==> src/rtl/bitslice_pkg.sv <==
package bitslice_pkg;
    typedef enum logic [1:0] {
        MODE_LOGIC = 2'b00,
        MODE_ADD   = 2'b01,
        MODE_EQ    = 2'b10,
        MODE_SHL   = 2'b11
    } alu_mode_e;

    localparam int unsigned FCODE_W = 4;
endpackage

==> src/rtl/minterm_fn.sv <==
module minterm_fn
    import bitslice_pkg::*;
(
    input  logic               a,
    input  logic               b,
    input  logic [FCODE_W-1:0] code,
    output logic               y
);
    logic [FCODE_W-1:0] term;

    always_comb begin
        term[3] = a & b;
        term[2] = a & ~b;
        term[1] = ~a & b;
        term[0] = ~a & ~b;
        y = |(term & code);
    end

    always_comb begin
        AST_ONE_TERM: assert ($onehot(term));
    end
endmodule

==> src/rtl/bitslice_cell.sv <==
module bitslice_cell
    import bitslice_pkg::*;
(
    input  logic               a,
    input  logic               b,
    input  logic               chain_in,
    input  logic [FCODE_W-1:0] code,
    input  alu_mode_e          mode,
    output logic               f,
    output logic               chain_out
);
    logic fn_bit;
    logic same;

    minterm_fn u_fn (
        .a    (a),
        .b    (b),
        .code (code),
        .y    (fn_bit)
    );

    assign same = ~(a ^ b);

    always_comb begin
        unique case (mode)
            MODE_LOGIC: begin
                f         = fn_bit;
                chain_out = 1'b0;
            end
            MODE_ADD: begin
                f         = a ^ b ^ chain_in;
                chain_out = (a & b) | (chain_in & (a ^ b));
            end
            MODE_EQ: begin
                f         = same & chain_in;
                chain_out = same & chain_in;
            end
            MODE_SHL: begin
                f         = chain_in;
                chain_out = a;
            end
            default: begin
                f         = 1'b0;
                chain_out = 1'b0;
            end
        endcase
    end

    always_comb begin
        if (mode == MODE_SHL) begin
            AST_SHL_CARRY_IS_A: assert (chain_out == a);
        end
        if (mode == MODE_EQ && !chain_in) begin
            AST_EQ_KILLED: assert (!f && !chain_out);
        end
    end
endmodule

==> src/rtl/bitslice_alu.sv <==
module bitslice_alu
    import bitslice_pkg::*;
#(
    parameter int unsigned WIDTH = 4
) (
    input  logic [WIDTH-1:0]   opa_i,
    input  logic [WIDTH-1:0]   opb_i,
    input  logic [FCODE_W-1:0] fcode_i,
    input  logic [1:0]         mode_i,
    input  logic               cin_i,
    output logic [WIDTH-1:0]   res_o,
    output logic               cout_o,
    output logic               eq_o
);
    localparam int unsigned CHAIN_W = WIDTH + 1;

    alu_mode_e          mode;
    logic [CHAIN_W-1:0] chain;

    assign mode     = alu_mode_e'(mode_i);
    assign chain[0] = cin_i;

    for (genvar j = 0; j < WIDTH; j++) begin : g_cell
        bitslice_cell u_cell (
            .a         (opa_i[j]),
            .b         (opb_i[j]),
            .chain_in  (chain[j]),
            .code      (fcode_i),
            .mode      (mode),
            .f         (res_o[j]),
            .chain_out (chain[j+1])
        );
    end

    assign cout_o = chain[WIDTH];
    assign eq_o   = (mode == MODE_EQ) ? chain[WIDTH] : 1'b0;

    always_comb begin
        if (mode == MODE_ADD) begin
            AST_ADD_SUM: assert ({cout_o, res_o} == CHAIN_W'(opa_i) + CHAIN_W'(opb_i) + CHAIN_W'(cin_i));
        end
        if (mode == MODE_LOGIC) begin
            AST_LOGIC_NO_CARRY: assert (!cout_o && !eq_o);
        end
        if (mode != MODE_EQ) begin
            AST_EQ_ONLY_IN_CMP: assert (!eq_o);
        end
        if (mode == MODE_EQ) begin
            AST_EQ_WORD: assert (eq_o == (cin_i && (opa_i == opb_i)));
        end
    end
endmodule

==> config.mk <==
export PLATFORM = sky130hd
export DESIGN_NAME = bitslice_alu
export DESIGN_NICKNAME = d
export VERILOG_FILES = /design/src/rtl/bitslice_pkg.sv /design/src/rtl/minterm_fn.sv /design/src/rtl/bitslice_cell.sv /design/src/rtl/bitslice_alu.sv
export SDC_FILE = /design/constraint.sdc
export NUM_CORES = 1
export LEC_CHECK = 0
export BUFFER_PORTS_ARGS = -buffer_cell sky130_fd_sc_hd__buf_4
export CAP_MARGIN = 20
export CORE_AREA = 5 5 42 44
export DETAILED_ROUTE_END_ITERATION = 6
export DIE_AREA = 0 0 47 49
export PLACE_DENSITY = 0.8
export SETUP_SLACK_MARGIN = 0.1
export SYNTH_ARGS = -nofsm -noshare
export SYNTH_HDL_FRONTEND = slang
export SYNTH_SLANG_ARGS = --single-unit
==> constraint.sdc <==
create_clock -name vclk -period 4.85
set_clock_uncertainty 0.15 [all_clocks]
set_input_delay 0.2425 -clock vclk [all_inputs]
set_output_delay 0.2425 -clock vclk [all_outputs]
set_load 0.02 [all_outputs]
# Yosys cells after proc, flatten, opt, wreduce, memory -nomap -nowiden

Index checks and enable logic that the tools add are counted.

Eq/ne operators: 3
Mux-type cells: 9
Bitwise operators: 52
Reductions and logical operators: 5

Operator list:

| cell                                                            | number |
|---|---|
| 1-bit one-hot mux with 4 select lines                           | 8 |
| 1-bit AND                                                       | 24 |
| 4-bit AND                                                       | 4 |
| 4-bit OR reduction                                              | 4 |
| 1-bit inverter                                                  | 12 |
| 1-bit XOR                                                       | 8 |
| 2-bit == test, second input constant                            | 2 |
| 1-bit OR                                                        | 4 |
| 2-bit by 1-bit == test with 1-bit output, second input constant | 1 |
| 2-bit logical NOT                                               | 1 |
| 1-bit 2-to-1 mux                                                | 1 |

Register bits: 0
Input bits: 15
Output and inout bits: 6
Word-level logic and storage cells: 69

# Logic depth before layout (Yosys ltp)

Word-level depth: 14
Gate-level depth with buffers: 18

# Modules after synthesis

Synthesis repeated with hierarchy kept, for this count alone.

Cells, all modules: 37
Area, all modules: 479.2 µm²

By module, submodules not included:

| module        | instances | cells an instance | area each (µm²) | sequential area each (µm²) |
|---|---|---|---|---|
| bitslice_cell | 4         | 8                 | 95.1            | 0.0 |
| minterm_fn    | 4         | 1                 | 22.5            | 0.0 |
| bitslice_alu  | 1         | 1                 | 8.8             | 0.0 |

# Worst setup path before layout

No wires, ideal clock.

Path type: in2out
From: in opa_i[0]
To: out res_o[3]
Arrival: 3.030 ns
Required time: 4.458 ns
Setup slack: 1.427 ns
Stages on the path: 18
Path buffers: 1
Cell sequence: inv_1 ha_1 inv_1 ha_1 a22o_1 inv_1 fa_1 nand2b_1 a32o_1 inv_1 fa_1 o21ai_0 a22o_1 fa_1 nand2b_1 nand3_1 o211a_1 buf_4

Word-level cells in the longest chain between the ends: 12
Elaborated cells between the ends (all ways): 18
Those cells by class: mux (4); bitwise (14)

RTL lines:

| what                                        | line                                     | source |
|---|---|---|
| start: declaration                          | bitslice_alu.sv:6                        | `input logic [WIDTH-1:0] opa_i,` |
| 1-bit XOR                                   | bitslice_cell.sv:22, bitslice_cell.sv:32 |  |
| 1-bit AND or 1-bit inverter (tied branches) | bitslice_cell.sv:32, bitslice_cell.sv:22 |  |
| 1-bit OR or 1-bit AND (tied branches)       | bitslice_cell.sv:32, bitslice_cell.sv:36 |  |
| 1-bit one-hot mux with 4 select lines *     | bitslice_cell.sv:25                      | `unique case (mode)` |
| 1-bit AND                                   | bitslice_cell.sv:32                      | `chain_out = (a & b) \| (chain_in & (a ^ b));` |
| 1-bit OR                                    | bitslice_cell.sv:32                      |  |
| 1-bit one-hot mux with 4 select lines *     | bitslice_cell.sv:25                      |  |
| 1-bit AND                                   | bitslice_cell.sv:32                      |  |
| 1-bit OR                                    | bitslice_cell.sv:32                      |  |
| 1-bit one-hot mux with 4 select lines *     | bitslice_cell.sv:25                      |  |
| 1-bit AND or 1-bit XOR (tied branches)      | bitslice_cell.sv:35, bitslice_cell.sv:31 |  |
| 1-bit one-hot mux with 4 select lines *     | bitslice_cell.sv:25                      |  |
| end: declaration                            | bitslice_alu.sv:11                       | `output logic [WIDTH-1:0] res_o,` |

Every way passes the cells marked *; elsewhere a longest branch is shown, timed or not.

# Worst setup path after layout

Ends and elaborated chain as after synthesis.

==> impl_metrics.ini <==
[outcome]
status = finished, final reports clean

[cts]
cts_resized = 0
post_cts_buffers = 0
hold_buffers = 0

[synthesis]
ys_types = 26
synthCells = 84
ys_warn_count = 0
syn_nets = 123
synth.largest_area_cell = ha_1
yosysTopAreaCellShare = 0.351
yosys-top-cells-area = ha_1, fa_1, inv_1
seq_area_frac_synth = 0
syn_avg_cell_area_um2 = 8.49
synth_area_um2 = 713

[worst_hold_path]
worstHoldEndpoint = res_o[1]
hold_path_depth = 3
worstHoldStart = mode_i[0]
hp-class = in -> out

[layout]
mostFrequentLayoutCells = buf_4, ha_1, inv_1
clockBufferCount = 0
final_cells = 115
ff_latch_area_um2 = 0
nets = 140
syn2layout_area_growth_pct = 18.1
n_antenna_cell = 0
seq_cell_count = 0
drive_above_1_share = 0.242
layout_commonest_cell = buf_4

[setup_path]
arrival_ns = 3.37
endpoint_kind = output port
crit_top_cell = inv_1
max_stage_delay_ns = 0.43
cp_cell_sequence = buf_4, inv_1, ha_1, inv_1, ha_1, a22o_1, inv_1, fa_1, nand2b_1, a32o_1, inv_1, fa_1, o21ai_0, a22o_1, fa_1, nand2b_1, nand3_1, o211a_1, buf_4
critPathKind = in -> out
path_max_fanout = 5
critPathSlowestCell = fa_1
required_ns = 4.46
startpoint_type = input pin

[sta]
finalCritPeriodShare = 0.776
worst_pin_slew_ns = 0.304
fin_setup_tns_ns = 0
relSlewSlack = 0.797
maxSlewViolCount = 0
setup_viol = 0
rsz0062_at_grt = false
hold_viol_final = 0
finalCriticalPeriod_ns = 3.76
holdWs_ns = 0.713
fmax_mhz = 266

[placement]
dpl.hpwl_mm = 1.28
portBuffers = 21
gp_congestion = 0.809
dp.cells = 115

[drt]
wl_mm = 1.52
wl_per_cell_um = 13.2
drt_iter0_drc = 7
final_antenna_net_count = 0
via_count = 617
via_per_inst = 5.37
route.detailed.drc = 0
dr.pass1.iters = 4

[grt]
grtUsageTotal = 0.140
grt_pass1_wl_mm = 2.51
grt_pass1_vias = 588
antenna_found_initial = 0
grt_overflow = 0
use_met2 = 0.226
busiest_layer = met2
met3_usage = 0.0111
grt_max_degree = 14
grtUsageMet1 = 0.192

[die]
core_mm2 = 0.00140
rows = 14
pin_count = 21
start_util = 0.509
die_area_mm2 = 0.00230
dieHeight_um = 49
die_width_um = 47

[power_and_ir_drop]
vdd_drop_max_uv = 50.9
power_leakage_nw = 0.485
power.density_mw_per_mm2 = 90.1

[flow_run]
maxCapViolations = 0
worst max-delay path by stage:
| stage | from | end | slack, ns | cells past startpoint |
|---|---|---|---|---|
| 3_5_place_dp | opa_i[0] | res_o[3] | 1.07 | 19 |
| 2_1_floorplan | opa_i[0] | res_o[3] | 1.43 | 18 |
| 6_report | opa_i[0] | res_o[3] | 1.09 | 19 |
| 4_1_cts | opa_i[0] | res_o[3] | 1.06 | 19 |
| 3_3_place_gp | opa_i[0] | res_o[3] | 1.17 | 19 |
| 5_1_grt | opa_i[0] | res_o[3] | 0.83 | 19 |
worst max-delay path, delay by kind of cell:
kind            cells  cell delay (ns)
simple gates        3             0.23
buf+inv             6             0.49
compound gates      5             0.84
fa+ha+maj           5             1.55
synth_stat cells (2+ instances only):
cell      count
inv_1        15
fa_1          4
nand2b_1      3
o21ai_0       2
nor2_1        4
a22oi_1       7
nand2_1       3
a211oi_1      2
and3_1        3
ha_1         20
buf_4         5
a22o_1        2
per-layer routing:
metal  vias up  wire [µm]
li1        309          -
met1       282        628
met2        20        734
met3         6         96
met4         0         57
met5         -          0
power breakdown:
| group | internal, mW | switching (mW) | total [mW] | leakage, nW |
|---|---|---|---|---|
| logic | 0.0361 | 0.0398 | 0.0759 | 0.485 |
| registers | 0 | 0 | 0 | 0 |
| clock network | 0 | 0 | 0 | 0 |
cells by family after synthesis:
kind of cell,synth area share
adder cells (fa/ha/maj),0.463
buffers and inverters,0.147
AND/OR/NAND/NOR,0.133
AO/OA/AOI/OAI,0.189
multiplexers,0.0667
layout make-up:
| type | count | area, µm² |
|---|---|---|
| multi-input combinational | 63 | 608 |
| tap | 16 | 20.0 |
| inverter | 15 | 56.3 |
| fill | 140 | 559 |
| timing repair buffer | 21 | 158 |
through the flow:
step                setup WS (ns)   util  instance area, µm²  total power [mW]
CTS                          1.06  0.601                 842            0.0766
global route                0.831  0.601                 842            0.0851
finish                       1.09  0.601                 842            0.0759
floorplan                    1.43      -                 713            0.0521
detailed placement           1.07  0.601                 842            0.0764
global placement             1.17  0.601                 842            0.0742
(Power assumes the default switching activity.)
